File: src/rtl/dag_pkg.sv
package dag_pkg;

  typedef enum logic [1:0] {
    DIR_HOLD     = 2'd0,
    DIR_UP       = 2'd1,
    DIR_DOWN     = 2'd2,
    DIR_HOLD_ALT = 2'd3
  } dag_dir_e;

  // register selects
  localparam logic [1:0] SEL_ADDR = 2'd0;
  localparam logic [1:0] SEL_MODE = 2'd1;
  localparam logic [1:0] SEL_AREA = 2'd2;

  // bit positions in the mode word
  localparam int MODE_DIR_LSB  = 0;
  localparam int MODE_SIZE_LSB = 2;
  localparam int MODE_BLK_BIT  = 4;
  localparam int MODE_EN_BIT   = 8;
  localparam int MODE_FLAG_BIT = 9;

  // bit position of the wrap interrupt enable in the window word
  localparam int AREA_IE_BIT = 7;

  typedef struct packed {
    logic     wrap_ie;
    logic     blk;
    logic [1:0] size;
    dag_dir_e dir;
  } dag_cfg_t;

endpackage

File: src/rtl/dag_cfg.sv
module dag_cfg
  import dag_pkg::*;
#(
  parameter int AREA_W = 5
) (
  input  logic              clk,
  input  logic              rst,
  input  logic              mode_wr,
  input  logic              area_wr,
  input  logic [1:0]        wr_dir,
  input  logic [1:0]        wr_size,
  input  logic              wr_blk,
  input  logic              wr_ie,
  input  logic [AREA_W-1:0] wr_area,
  output dag_cfg_t          cfg_q,
  output logic [AREA_W-1:0] area_q
);

  always_ff @(posedge clk) begin
    if (rst) begin
      cfg_q  <= '0;
      area_q <= '0;
    end else begin
      if (mode_wr) begin
        cfg_q.dir  <= dag_dir_e'(wr_dir);
        cfg_q.size <= wr_size;
        cfg_q.blk  <= wr_blk;
      end
      if (area_wr) begin
        cfg_q.wrap_ie <= wr_ie;
        area_q        <= wr_area;
      end
    end
  end

endmodule

File: src/rtl/dag_addr_step.sv
module dag_addr_step
  import dag_pkg::*;
#(
  parameter int ADDR_W   = 32,
  parameter int AREA_W   = 5,
  parameter int AREA_MAX = 26
) (
  input  logic [ADDR_W-1:0] addr,
  input  logic [AREA_W-1:0] area,
  input  dag_dir_e          dir,
  input  logic [1:0]        size,
  output logic [ADDR_W-1:0] nxt,
  output logic              wrap,
  output logic              area_on
);

  localparam int EXT_W = ADDR_W + 1;

  logic [ADDR_W-1:0] mask;
  logic [EXT_W-1:0]  ext_mask;
  logic [EXT_W-1:0]  inc;
  logic [EXT_W-1:0]  lo;
  logic [EXT_W-1:0]  sum;
  logic [EXT_W-1:0]  diff;
  logic              up_wrap;
  logic              dn_wrap;
  logic [ADDR_W-1:0] new_lo;

  assign area_on = (area != '0) && (int'(area) <= AREA_MAX);

  // window mask: bit g is inside the window when g <= area
  for (genvar g = 0; g < ADDR_W; g++) begin : g_mask
    assign mask[g] = !area_on || (g <= int'(area));
  end

  assign ext_mask = {1'b0, mask};

  always_comb begin
    case (size)
      2'd0:    inc = EXT_W'(1);
      2'd1:    inc = EXT_W'(2);
      default: inc = EXT_W'(4);
    endcase
  end

  assign lo   = {1'b0, addr & mask};
  assign sum  = lo + inc;
  assign diff = lo - inc;

  // carry out of the masked field or borrow out of it
  assign up_wrap = area_on && (|(sum & ~ext_mask));
  assign dn_wrap = area_on && diff[ADDR_W];

  always_comb begin
    new_lo = addr & mask;
    wrap   = 1'b0;
    case (dir)
      DIR_UP: begin
        new_lo = up_wrap ? '0 : (sum[ADDR_W-1:0] & mask);
        wrap   = up_wrap;
      end
      DIR_DOWN: begin
        new_lo = dn_wrap ? mask : (diff[ADDR_W-1:0] & mask);
        wrap   = dn_wrap;
      end
      default: ;
    endcase
  end

  assign nxt = (addr & ~mask) | new_lo;

endmodule

File: src/rtl/dag_chan_ctrl.sv
module dag_chan_ctrl (
  input  logic clk,
  input  logic rst,
  input  logic mode_wr,
  input  logic wr_en_bit,
  input  logic wr_flag_bit,
  input  logic wrap_arm,
  input  logic blk_mode,
  input  logic blk_end,
  output logic en_q,
  output logic flag_q,
  output logic pend_q
);

  logic hw_stop;

  // direct stop on a wrap, or a deferred stop at block end
  assign hw_stop = (wrap_arm && (!blk_mode || blk_end)) || (blk_end && pend_q);

  always_ff @(posedge clk) begin
    if (rst) begin
      en_q   <= 1'b0;
      flag_q <= 1'b0;
      pend_q <= 1'b0;
    end else begin
      if (hw_stop)      en_q <= 1'b0;
      else if (mode_wr) en_q <= wr_en_bit;

      if (hw_stop)                      flag_q <= 1'b1;
      else if (mode_wr && !wr_flag_bit) flag_q <= 1'b0;

      if (blk_end)                    pend_q <= 1'b0;
      else if (wrap_arm && blk_mode)  pend_q <= 1'b1;
    end
  end

endmodule

File: src/rtl/dma_dst_addr_gen.sv
module dma_dst_addr_gen
  import dag_pkg::*;
#(
  parameter int ADDR_W   = 32,
  parameter int AREA_W   = 5,
  parameter int AREA_MAX = 26
) (
  input  logic              clk,
  input  logic              rst,
  input  logic              reg_wr_en,
  input  logic [1:0]        reg_sel,
  input  logic [ADDR_W-1:0] reg_wdata,
  output logic [ADDR_W-1:0] reg_rdata,
  input  logic              xfer_step,
  input  logic              blk_end,
  output logic [ADDR_W-1:0] dst_addr,
  output logic              chan_en,
  output logic              wrap_flag,
  output logic              irq
);

  dag_cfg_t          cfg_q;
  logic [AREA_W-1:0] area_q;
  logic [ADDR_W-1:0] addr_q;
  logic [ADDR_W-1:0] addr_nxt;
  logic              wrap;
  logic              area_on;
  logic              en_q;
  logic              flag_q;
  logic              pend_q;
  logic              addr_wr;
  logic              mode_wr;
  logic              area_wr;
  logic              step_fire;
  logic              wrap_arm;
  logic              blk_mode_w;
  logic [ADDR_W-1:0] mode_view;
  logic [ADDR_W-1:0] area_view;

  assign addr_wr = reg_wr_en && (reg_sel == SEL_ADDR);
  assign mode_wr = reg_wr_en && (reg_sel == SEL_MODE);
  assign area_wr = reg_wr_en && (reg_sel == SEL_AREA);

  dag_cfg #(.AREA_W(AREA_W)) u_cfg (
    .clk     (clk),
    .rst     (rst),
    .mode_wr (mode_wr),
    .area_wr (area_wr),
    .wr_dir  (reg_wdata[MODE_DIR_LSB +: 2]),
    .wr_size (reg_wdata[MODE_SIZE_LSB +: 2]),
    .wr_blk  (reg_wdata[MODE_BLK_BIT]),
    .wr_ie   (reg_wdata[AREA_IE_BIT]),
    .wr_area (reg_wdata[AREA_W-1:0]),
    .cfg_q   (cfg_q),
    .area_q  (area_q)
  );

  dag_addr_step #(.ADDR_W(ADDR_W), .AREA_W(AREA_W), .AREA_MAX(AREA_MAX)) u_step (
    .addr    (addr_q),
    .area    (area_q),
    .dir     (cfg_q.dir),
    .size    (cfg_q.size),
    .nxt     (addr_nxt),
    .wrap    (wrap),
    .area_on (area_on)
  );

  assign step_fire  = xfer_step && en_q && !addr_wr;
  assign wrap_arm   = step_fire && wrap && area_on && cfg_q.wrap_ie;
  assign blk_mode_w = cfg_q.blk;

  dag_chan_ctrl u_chan (
    .clk         (clk),
    .rst         (rst),
    .mode_wr     (mode_wr),
    .wr_en_bit   (reg_wdata[MODE_EN_BIT]),
    .wr_flag_bit (reg_wdata[MODE_FLAG_BIT]),
    .wrap_arm    (wrap_arm),
    .blk_mode    (blk_mode_w),
    .blk_end     (blk_end),
    .en_q        (en_q),
    .flag_q      (flag_q),
    .pend_q      (pend_q)
  );

  always_ff @(posedge clk) begin
    if (rst)            addr_q <= '0;
    else if (addr_wr)   addr_q <= reg_wdata;
    else if (step_fire) addr_q <= addr_nxt;
  end

  always_comb begin
    mode_view = '0;
    mode_view[MODE_DIR_LSB +: 2]  = cfg_q.dir;
    mode_view[MODE_SIZE_LSB +: 2] = cfg_q.size;
    mode_view[MODE_BLK_BIT]       = cfg_q.blk;
    mode_view[MODE_EN_BIT]        = en_q;
    mode_view[MODE_FLAG_BIT]      = flag_q;
    area_view = '0;
    area_view[AREA_W-1:0]         = area_q;
    area_view[AREA_IE_BIT]        = cfg_q.wrap_ie;
  end

  always_ff @(posedge clk) begin
    if (rst) reg_rdata <= '0;
    else begin
      case (reg_sel)
        SEL_ADDR: reg_rdata <= addr_q;
        SEL_MODE: reg_rdata <= mode_view;
        SEL_AREA: reg_rdata <= area_view;
        default:  reg_rdata <= '0;
      endcase
    end
  end

  assign dst_addr  = addr_q;
  assign chan_en   = en_q;
  assign wrap_flag = flag_q;
  assign irq       = flag_q && cfg_q.wrap_ie;

endmodule

File: config.mk
export PLATFORM = sky130hd
export DESIGN_NAME = dma_dst_addr_gen
export DESIGN_NICKNAME = d
export VERILOG_FILES = /design/src/rtl/dag_pkg.sv /design/src/rtl/dag_cfg.sv /design/src/rtl/dag_addr_step.sv /design/src/rtl/dag_chan_ctrl.sv /design/src/rtl/dma_dst_addr_gen.sv
export SDC_FILE = /design/constraint.sdc
export NUM_CORES = 1
export LEC_CHECK = 0
export ABC_AREA = 1
export CAP_MARGIN = 20
export CORE_MARGIN = 8
export CORE_UTILIZATION = 35
export DETAILED_ROUTE_END_ITERATION = 7
export HOLD_SLACK_MARGIN = 0.03
export SLEW_MARGIN = 0
export SYNTH_ARGS = -nofsm -noshare
export SYNTH_HDL_FRONTEND = slang
export SYNTH_SLANG_ARGS = --single-unit
File: constraint.sdc
create_clock -name clk -period 5.6 [get_ports clk]
set_input_delay 0.56 -clock clk [delete_from_list [all_inputs] [get_ports clk]]
set_output_delay 0.56 -clock clk [all_outputs]
set_load 0.02 [all_outputs]
After elaboration in Yosys (flattened, before gate mapping):

Cells that the tools add are included.

* input bits: 39
* bits in registers: 78
* output and inout port bits: 67

* bitwise logic cells: 8
* magnitude comparators: 32
* multiplexer cells: 10
* equality and inequality tests: 5
* reduce and logical (&&, ||, !) cells: 61
* $add $sub $neg: 2

Operators by type and width (count)
* 32-bit bitwise AND: 4
* 32-bit 2-to-1 mux: 4
* 32-bit case mux with 3 select lines: 1
* 5-bit less-or-equal comparator, first input constant: 16
* 32-bit case mux with 2 select lines: 1
* 4-bit by 5-bit less-or-equal comparator with 1-bit output, first input constant: 8
* 32-bit by 3-bit adder with 33-bit output: 1
* 33-bit bitwise AND: 1
* 1-bit logical OR: 33
* 32-bit inverter with 33-bit output: 1
* 33-bit OR reduction: 1
* 32-bit by 3-bit subtractor with 33-bit output: 1
* 32-bit inverter: 1
* 32-bit OR: 1
* 3-bit by 5-bit less-or-equal comparator with 1-bit output, first input constant: 4
* 1-bit logical AND: 16
* 2-bit by 5-bit less-or-equal comparator with 1-bit output, first input constant: 2
* 2-bit by 1-bit == test with 1-bit output, second input constant: 3
* 3-bit case mux with 2 select lines: 1
* 1-bit by 5-bit less-or-equal comparator with 1-bit output, first input constant: 1
* 5-bit less-or-equal comparator, second input constant: 1
* 5-bit nonzero test: 1
* 2-bit == test, second input constant: 2
* 1-bit logical NOT: 4
* 5 further kinds: 9

Depth between registers and ports, before layout:

Gate-level depths: netlist of the first run.

* word-level depth: 16
* depth in mapped cells: 28

By module:

From an unflattened synthesis of the first run, not the netlist that was laid out.

* cell total of the unflattened synthesis: 1265
* area, all modules: 7309.5 um2

Modules (own cells, without submodules)
* dag_addr_step: seq. area each 0.0 um2, cells an instance 762, area an instance 3885.0 um2, times used 1
* dma_dst_addr_gen: seq. area each 1281.2 um2, cells an instance 414, area an instance 2831.5 um2, times used 1
* dag_cfg: seq. area each 220.2 um2, cells an instance 70, area an instance 460.4 um2, times used 1
* dag_chan_ctrl: seq. area each 60.1 um2, cells an instance 19, area an instance 132.6 um2, times used 1

Worst setup path before layout of the first run:

No wires, ideal clock.

* path type: reg2reg
* from: register u_cfg.area_q[4]
* to: register addr_q[13], in the netlist dst_addr[13]
* period minus slack after synthesis: 3.149 ns
* arrival time: 3.027 ns
* setup time: 0.122 ns
* path buffers: 2
* setup slack: 2.451 ns
* cell stages (with the launch flop): 26
* required time: 5.478 ns
* cell sequence: dfxtp_1 > buf_4 > nor2_2 > nand4_1 > nand2_1 > inv_1 > ha_1 > inv_1 > a21oi_1 > nand2_1 > nand2_1 > nor2_1 > nand2_1 > nor2_2 > nand3_4 > nor2_8 > nand3_1 > nand3_1 > nor2_1 > nand3_2 > nand2_4 > nand2_4 > buf_8 > o22ai_2 > nand2_1 > a21oi_2

* longest elaborated chain between the ends: 14
* elaborated cells between the ends (all ways): 84
* those cells by class: add/sub (2); order compare (32); mux (5); bitwise (8); reduce/logical (37)

Ends and longest elaborated chain
* from (decl): RTL line dag_cfg.sv:16 `output logic [AREA_W-1:0] area_q`
* from (signal assigned): RTL line dag_cfg.sv:31 `area_q <= wr_area;`
* 5-bit less-or-equal comparator / 5-bit nonzero test (equally long branches): RTL line dag_addr_step.sv:29 `assign area_on = (area != '0) && (int'(area) <= AREA_MAX);`
* 1-bit logical AND: RTL line dag_addr_step.sv:29
* 1-bit logical NOT
* 1-bit logical OR: RTL line dag_addr_step.sv:33 `assign mask[g] = !area_on || (g <= int'(area));`
* 32-bit bitwise AND: RTL line dag_addr_step.sv:46, dag_addr_step.sv:55
* 32-bit by 3-bit adder with 33-bit output: RTL line dag_addr_step.sv:47 `assign sum = lo + inc;`
* 33-bit bitwise AND: RTL line dag_addr_step.sv:51 `assign up_wrap = area_on && (|(sum & ~ext_mask));`
* 33-bit OR reduction: RTL line dag_addr_step.sv:51
* 1-bit logical AND: RTL line dag_addr_step.sv:51
* 32-bit 2-to-1 mux: RTL line dag_addr_step.sv:59 `new_lo = up_wrap ? '0 : (sum[ADDR_W-1:0] & mask);`
* 32-bit case mux with 2 select lines: RTL line dag_addr_step.sv:57 `case (dir)`
* 32-bit OR *: RTL line dag_addr_step.sv:70 `assign nxt = (addr & ~mask) | new_lo;`
* 32-bit 2-to-1 mux *: RTL line dma_dst_addr_gen.sv:89 `else if (step_fire) addr_q <= addr_nxt;`
* 32-bit 2-to-1 mux *: RTL line dma_dst_addr_gen.sv:88 `else if (addr_wr) addr_q <= reg_wdata;`
* to (signal assigned): RTL line dma_dst_addr_gen.sv:88
* to (signal assigned): RTL line dma_dst_addr_gen.sv:89
* to (decl): RTL line dma_dst_addr_gen.sv:24 `logic [ADDR_W-1:0] addr_q;`

Mark *: on every way between the ends. The rest lies on a longest branch, timed or not. The select of a mux whose other input is x is not followed.
A chain may end at the register's enable or synchronous reset.

Final worst setup path of the first run:

* from: register u_cfg.area_q[4]
* to: register addr_q[19], in the netlist dst_addr[19]

The elaborated chain is that of the path after synthesis.

==> results.md, run 1 <==
* Layout Skew at 0.00955 ns
* Number of nets with antenna violations after routing at 0
* Hold crit path type: reg2reg
* Clock transition at the registers of the reported paths at 0.08 ns
* Synthesis warning total at 0
* Count of input and output buffers at 105
* Cell area power density at 225 nW/µm²
* Sw Pwr at 707 µW
* Remaining routing DRC violations at 0
* Mean number of vias per cell at 5.35
* Worst relative slew slack at 34.8%
* Most instantiated cells after synthesis: sky130_fd_sc_hd__nand2_1, sky130_fd_sc_hd__inv_1, sky130_fd_sc_hd__nor2_1
* Share of Yosys cell area claimed by the top area cell type at 23.7%
* Clock tree from TritonCTS: yes
* Critical Path Fanout Max at 15
* Distinct cell type count after synthesis at 51
* Initial Util at 35.5%
* Final setup violating endpoints at 0
* Diode count at 0
* Worst-skew pair later-pin latency at 0.36 ns
* Endpoint, Worst Hold: u_chan.pend_q
* Final GP Congestion at 0.917
* Total Negative Setup Slacks at 0 ns
* Internal reg-to-reg setup slack at 1.65 ns
* Mean instance size in the synthesized netlist at 6.26 µm²
* Pleak at 3.48 nW
* Vert. Die Dim at 153 µm
* Cells after Synth at 1054
* Sequential share of power at 33.1%
* Net count of the mapped netlist at 1103
* Area enclosed by the die boundary at 23500 µm²
* Period minus WS final at 3.95 ns
* Clock buffer count from CTS at 9
* Aggregate global-route resource usage at 21.7%
* Setup repair after global routing missed its margin: no
* Number of antenna violations at the first check in global routing at 0
* Number of buffers on the longest clock path at 2
* Clock Sink Count at 78
* Worst supply voltage drop on vdd at 0.160 mV
* Dominant cell by count in the synthesized netlist: sky130_fd_sc_hd__nand2_1
* Part of the total power dissipated in the clock network at 35.6%
* Portion of the clock cycle consumed by the worst path in the final layout at 70.6%
* Post-synth top area cell: sky130_fd_sc_hd__dfxtp_1
* Comb pwr share at 31.3%
* Number of post-CTS setup repair buffers at 0
* Max-cap violations at 0
* WP data required at 5.84 ns
* Switching share of power at 38.8%
* Number of global-route vias before repair at 7207
* Number of hold violations in the final report at 0
* Register area share after synthesis at 23.7%
* Violation count after the first detailed-route iteration at 644
* Synth Register Bits at 78
* Worst Hold Depth at 1
* Worst reg2reg endpoint: dst_addr[19]
* Avg WL per Cell at 18.8 µm
* Hold Path Origin: u_chan.pend_q
* Fraction of registers with async set or reset after synthesis at 0%
* Number of hold buffers added after CTS at 0
* Worst r2r src: u_cfg.area_q[4]
* Horizontal die dimension at 153 µm
* Main synth FF type: sky130_fd_sc_hd__dfxtp_1
* Pin count of the biggest net entering global routing at 46
* Share of layout cells above drive strength 1 at 10.6%
* First-pass GRT wire length at 40.8 mm
* Number of enable-type register cells in the synthesized netlist at 0
* Number of resized instances in the post-cts repair step at 0
* Worst setup path class: reg2reg
* Maximum level of the CTS H-tree at 3
* Internal Power at 1.12 mW
* Data arrival, critical path at 4.20 ns
* Post-synthesis instance area at 6600 µm²
* CP Capture Type: flip-flop
* Root Driver: sky130_fd_sc_hd__clkbuf_16
* Ports at 106
* Floorplan core area at 18600 µm²
* Outcome: finished clean
* Final standard cell count with taps included and fillers excluded at 1380
* Nature of the critical path startpoint: flip-flop
* Std-Cell Rows at 50
* Pre-antenna DRT Iters at 6
* Instance count after placement with tap cells included at 1364
* Final core area utilization at 43.7%
* Cell count of the worst reg-to-reg path at 23
* Detailed placement HPWL at 19.5 mm
* Top cells by area, synth: sky130_fd_sc_hd__dfxtp_1, sky130_fd_sc_hd__nand2_1, sky130_fd_sc_hd__inv_1
* Count of final max-slew check failures at 0
* Timing-limited maximum frequency at 0.253 GHz
* Routed wire length at 26.0 mm
* Measured slew at the worst slew-check pin at 0.977 ns
* Area added between synthesis and finish at 23.0%
* Overflow left after global routing at 0
* Via count at 7377
* Number of nets in the finished design at 1190
[state kept, by name, indices dropped and copies added (netlist names)]
signal / count
dst_addr: 32
reg_rdata: 32
u_cfg.cfg_q: 6
u_cfg.area_q: 5
u_chan.en_q: 1
u_chan.flag_q: 1
u_chan.pend_q: 1
[per-stage QoR]
stage | hold WS (ns) | total power [mW] | area, µm² | setup WS [ns]
CTS | 0.475 | 1.82 | 8120 | 1.69
detailed placement | 0.458 | 1.18 | 7810 | 1.71
finish | 0.471 | 1.82 | 8120 | 1.65
floorplan | 0.440 | 0.984 | 6600 | 2.45
global route | 0.513 | 1.90 | 8120 | 1.32
global placement | 0.454 | 1.18 | 7810 | 1.90
[worst max-delay path, cell delays in order (launching register included)]
cell,delay [ns]
sky130_fd_sc_hd__dfxtp_1,0.44
sky130_fd_sc_hd__nor2_2,0.26
sky130_fd_sc_hd__nand4_1,0.21
sky130_fd_sc_hd__nand2_1,0.12
sky130_fd_sc_hd__inv_1,0.06
sky130_fd_sc_hd__ha_1,0.33
sky130_fd_sc_hd__inv_1,0.14
sky130_fd_sc_hd__a21oi_1,0.08
sky130_fd_sc_hd__nand2_1,0.12
sky130_fd_sc_hd__nand2_1,0.07
sky130_fd_sc_hd__nor2_1,0.13
sky130_fd_sc_hd__nand2_1,0.13
sky130_fd_sc_hd__nor2_2,0.21
sky130_fd_sc_hd__nand3_4,0.18
sky130_fd_sc_hd__nor2_8,0.21
sky130_fd_sc_hd__nand3_1,0.10
sky130_fd_sc_hd__nand3_1,0.09
sky130_fd_sc_hd__nor2_1,0.05
sky130_fd_sc_hd__nand3_2,0.09
sky130_fd_sc_hd__nand2_4,0.10
sky130_fd_sc_hd__nand2_4,0.30
sky130_fd_sc_hd__inv_2,0.17
sky130_fd_sc_hd__o211ai_1,0.14
sky130_fd_sc_hd__a21oi_1,0.09
[worst max-delay path by stage]
stage	startpoint	to	slack, ns	cells past startpoint
6_report	u_cfg.area_q[4]	dst_addr[19]	1.65	23
5_1_grt	u_cfg.area_q[4]	dst_addr[19]	1.32	23
4_1_cts	u_cfg.area_q[4]	dst_addr[19]	1.69	23
3_5_place_dp	u_cfg.area_q[4]	dst_addr[19]	1.71	23
3_3_place_gp	u_cfg.area_q[4]	dst_addr[19]	1.90	23
2_1_floorplan	u_cfg.area_q[4]	dst_addr[13]	2.45	25
[power groups by stage]
stage	registers [mW]	logic, mW	clock network, mW
floorplan	0.626	0.358	0
global placement	0.616	0.563	0
detailed placement	0.616	0.561	0
CTS	0.603	0.564	0.657
global route	0.606	0.618	0.679
finish	0.604	0.570	0.649
[layout by cell type, fill, tap and decap left out, types with 11 or more instances in the layout]
cell	Yosys	layout
sky130_fd_sc_hd__nand3_1	64	64
sky130_fd_sc_hd__buf_4	4	11
sky130_fd_sc_hd__o22ai_1	14	14
sky130_fd_sc_hd__nand4_1	27	27
sky130_fd_sc_hd__nor3_1	35	35
sky130_fd_sc_hd__nor2_1	115	115
sky130_fd_sc_hd__inv_1	126	126
sky130_fd_sc_hd__xor2_1	36	36
sky130_fd_sc_hd__clkdlybuf4s50_1	0	105
sky130_fd_sc_hd__nand2_1	225	225
sky130_fd_sc_hd__inv_2	11	11
sky130_fd_sc_hd__o21ai_0	86	86
sky130_fd_sc_hd__a21oi_1	68	68
sky130_fd_sc_hd__nand2_2	17	17
sky130_fd_sc_hd__dfxtp_1	78	78
[cell type report]
class	instances	area, µm²
clock buffer	9	225
fill	2005	10500
sequential	78	1560
clock inverter	7	88.8
tap	234	293
inverter	141	534
timing repair buffer	116	1130
multi-input combinational	795	4280
[cells by family (layout without fill, tap and decap cells)]
group | count (synthesis) | count (layout) | synth area share [%]
buffers and inverters | 181 | 273 | 11.4
AOI/OAI and AO/OA | 212 | 212 | 18.3
adders and majority gates | 10 | 10 | 2.12
muxes | 1 | 1 | 0.152
and+or+nand+nor | 532 | 532 | 39.0
xor gates and xnor gates | 40 | 40 | 5.31
DFF | 78 | 78 | 23.7
[routing by layer]
layer | track usage, % | routed length, µm | up-vias | part of all wire (%)
li1 | - | - | 3632 | -
met1 | 27.6 | 11800 | 3445 | 45
met2 | 35.2 | 11700 | 264 | 45
met3 | 4.91 | 1800 | 36 | 6.9
met4 | 8.40 | 654 | 0 | 2.5
met5 | 0 | 0 | - | 0
Power figures use the tool's default switching activity.
==> run 2, diff against run 1 <==
==> constraint.sdc (replaced) <==
create_clock -name clk -period 3.7 [get_ports clk]
set_input_delay 0.37 -clock clk [delete_from_list [all_inputs] [get_ports clk]]
set_output_delay 0.37 -clock clk [all_outputs]
set_load 0.02 [all_outputs]
==> results.md, run 2 (same netlist as run 1, synthesis figures left out) <==
* Mean number of vias per cell at 5.28 (was 5.35)
* Critical Path Fanout Max at 6 (was 15)
* Std-Cell Rows at 50 (unchanged)
* Internal reg-to-reg setup slack at 0.28 ns (was 1.65 ns)
* Clock transition at the registers of the reported paths at 0.07 ns (was 0.08 ns)
* Worst relative slew slack at 50.8% (was 34.8%)
* Number of nets in the finished design at 1207 (was 1190)
* Worst path setup slack after routing at 0.277 ns (was 1.65 ns)
* Measured slew at the worst slew-check pin at 0.738 ns (was 0.977 ns)
* Ports at 106 (unchanged)
* Diode count at 0 (unchanged)
* WP data required at 3.94 ns (was 5.84 ns)
* Commonest cells after routing, fill and taps aside: sky130_fd_sc_hd__nand2_1, sky130_fd_sc_hd__inv_1, sky130_fd_sc_hd__nor2_1 (unchanged)
* Worst setup path class: reg2reg (unchanged)
* Pleak at 3.57 nW (was 3.48 nW)
* Pre-antenna DRT Iters at 5 (was 6)
* Final core area utilization at 44.5% (was 43.7%)
* Violation count after the first detailed-route iteration at 562 (was 644)
* Layout Skew at 0.00967 ns (was 0.00955 ns)
* Most common cell after layout, fill and taps aside: sky130_fd_sc_hd__nand2_1 (unchanged)
* Number of hold violations in the final report at 0 (unchanged)
* Horizontal die dimension at 153 µm (unchanged)
* Nature of the critical path startpoint: flip-flop (unchanged)
* Endpoint, Worst Hold: u_chan.pend_q (unchanged)
* Routed wire length at 25.7 mm (was 26.0 mm)
* Final GP Congestion at 0.929 (was 0.917)
* Cell count of the worst reg-to-reg path at 21 (was 23)
* Total chip power at 2.75 mW (was 1.82 mW)
* Worst r2r src: u_cfg.area_q[1] (was u_cfg.area_q[4])
* Vert. Die Dim at 153 µm (unchanged)
* Area enclosed by the die boundary at 23500 µm² (unchanged)
* Portion of the clock cycle consumed by the worst path in the final layout at 92.5% (was 70.6%)
* Floorplan core area at 18600 µm² (unchanged)
* Hold Path Origin: u_chan.pend_q (unchanged)
* Clock tree from TritonCTS: yes (unchanged)
* Number of antenna violations at the first check in global routing at 0 (unchanged)
* Count of input and output buffers at 105 (unchanged)
* Number of buffers on the longest clock path at 2 (unchanged)
* CP Capture Type: flip-flop (unchanged)
* Count of final max-slew check failures at 0 (unchanged)
* Worst Hold Depth at 1 (unchanged)
* Outcome: finished clean (unchanged)
* Data arrival, critical path at 3.67 ns (was 4.20 ns)
* Worst-skew pair later-pin latency at 0.36 ns (about the same)
* Remaining routing DRC violations at 0 (unchanged)
* Clock Sink Count at 78 (unchanged)
* Clock buffer count from CTS at 9 (unchanged)
* Root Driver: sky130_fd_sc_hd__clkbuf_16 (unchanged)
* Area added between synthesis and finish at 25.4% (was 23.0%)
* Detailed placement HPWL at 19.3 mm (was 19.5 mm)
* Number of global-route vias before repair at 7360 (was 7207)
* Timing-limited maximum frequency at 0.292 GHz (was 0.253 GHz)
* Setup Slack @ Placement at 0.0867 ns (was 1.71 ns)
* Max-cap violations at 0 (unchanged)
* Pin count of the biggest net entering global routing at 46 (unchanged)
* Share of layout cells above drive strength 1 at 12.2% (was 10.6%)
* Hold crit path type: reg2reg (unchanged)
* Avg WL per Cell at 18.4 µm (was 18.8 µm)
* Setup repair after global routing missed its margin: no (unchanged)
* Worst reg2reg endpoint: dst_addr[29] (was dst_addr[19])
* Worst supply voltage drop on vdd at 0.222 mV (was 0.160 mV)
* Aggregate global-route resource usage at 21.8% (was 21.7%)
* Number of nets with antenna violations after routing at 0 (unchanged)
* Fill cell instance count of the final layout at 1963 (was 2005)
* Final setup violating endpoints at 0 (unchanged)
* First-pass GRT wire length at 41.0 mm (was 40.8 mm)
* Period minus WS final at 3.42 ns (was 3.95 ns)
* Cell area power density at 332 nW/µm² (was 225 nW/µm²)
* Number of hold buffers added after CTS at 0 (unchanged)
* Initial Util at 35.5% (unchanged)
* Total Negative Setup Slacks at 0 ns (unchanged)
* Maximum level of the CTS H-tree at 3 (unchanged)
* Overflow left after global routing at 0 (unchanged)
* Via count at 7379 (was 7377)
run 2: changes by cell type in the layout (fill, tap and decap cells not counted), sizes merged:
| cell | change |
|---|---|
| buf | +17 |
| clkinv | +2 |
| inv | -2 |
run 2: area by class of cell:
cell class / count / area [µm²] / area share, %
multi-input combinational: 795 / 4310 / 52.0
tap: 234 / 293 / 3.54
inverter: 141 / 534 / 6.46
clock inverter: 7 / 80.1 / 0.967
sequential: 78 / 1560 / 18.9
timing repair buffer: 133 / 1270 / 15.4
clock buffer: 9 / 225 / 2.72
run 2: worst max-delay path by stage:
stage / from / to / cells after the start / slack [ns]
after floorplan: u_cfg.area_q[4] / dst_addr[13] / 25 / 0.55
after global placement: u_cfg.area_q[3] / dst_addr[23] / 24 / 0.21
after detailed placement: u_cfg.area_q[3] / dst_addr[23] / 24 / 0.09
after CTS: u_cfg.area_q[3] / dst_addr[23] / 24 / 0.07
after global routing: u_cfg.area_q[1] / dst_addr[13] / 26 / 0.01
final: u_cfg.area_q[1] / dst_addr[29] / 21 / 0.28
run 2: repair_timing:
item / CTS / global route
resized for setup: 0 / 6
buffers inserted: 0 / 2
endpoints found under the setup margin: 0 / 32
run 2: worst max-delay path, cell delays in order (launching register included):
cell and delay (ns):
sky130_fd_sc_hd__dfxtp_1 0.39, sky130_fd_sc_hd__inv_2 0.15, sky130_fd_sc_hd__nand4_1 0.17, sky130_fd_sc_hd__nand2_1 0.10
sky130_fd_sc_hd__inv_1 0.06, sky130_fd_sc_hd__ha_1 0.33, sky130_fd_sc_hd__inv_1 0.13, sky130_fd_sc_hd__nor2_1 0.06
sky130_fd_sc_hd__nor2_1 0.16, sky130_fd_sc_hd__nand3_1 0.19, sky130_fd_sc_hd__nor3_2 0.23, sky130_fd_sc_hd__nand3_1 0.21
sky130_fd_sc_hd__nor2_2 0.20, sky130_fd_sc_hd__nand2_2 0.11, sky130_fd_sc_hd__nor2_4 0.17, sky130_fd_sc_hd__nand2_1 0.09
sky130_fd_sc_hd__xor2_1 0.14, sky130_fd_sc_hd__nand2_1 0.07, sky130_fd_sc_hd__nand3_1 0.07, sky130_fd_sc_hd__nand2_1 0.06
sky130_fd_sc_hd__a21oi_1 0.19, sky130_fd_sc_hd__nor2_1 0.06
run 2: per-layer routing:
layer	up-vias	routed length, µm	GRT usage [%]	part of all wire [%]
met5	-	0	0	0
met3	37	1510	3.83	5.9
li1	3659	-	-	-
met4	0	677	7.89	2.6
met2	256	11600	35.1	45
met1	3427	11900	28.7	46
run 2: power by group:
group / internal [mW] / switching [mW] / leakage, nW
Clock: 0.533 / 0.427 / 0.148
Combinational: 0.291 / 0.586 / 2.79
Sequential: 0.871 / 0.0404 / 0.635
run 2: metrics by stage:
step | hold slack (ns) | instances | area (µm²)
2_1_floorplan | 0.440 | 1054 | 6600
3_3_place_gp | 0.456 | 1379 | 7930
3_5_place_dp | 0.484 | 1379 | 7930
4_1_cts | 0.498 | 1395 | 8240
5_1_grt | 0.513 | 1397 | 8280
6_report | 0.494 | 1397 | 8280
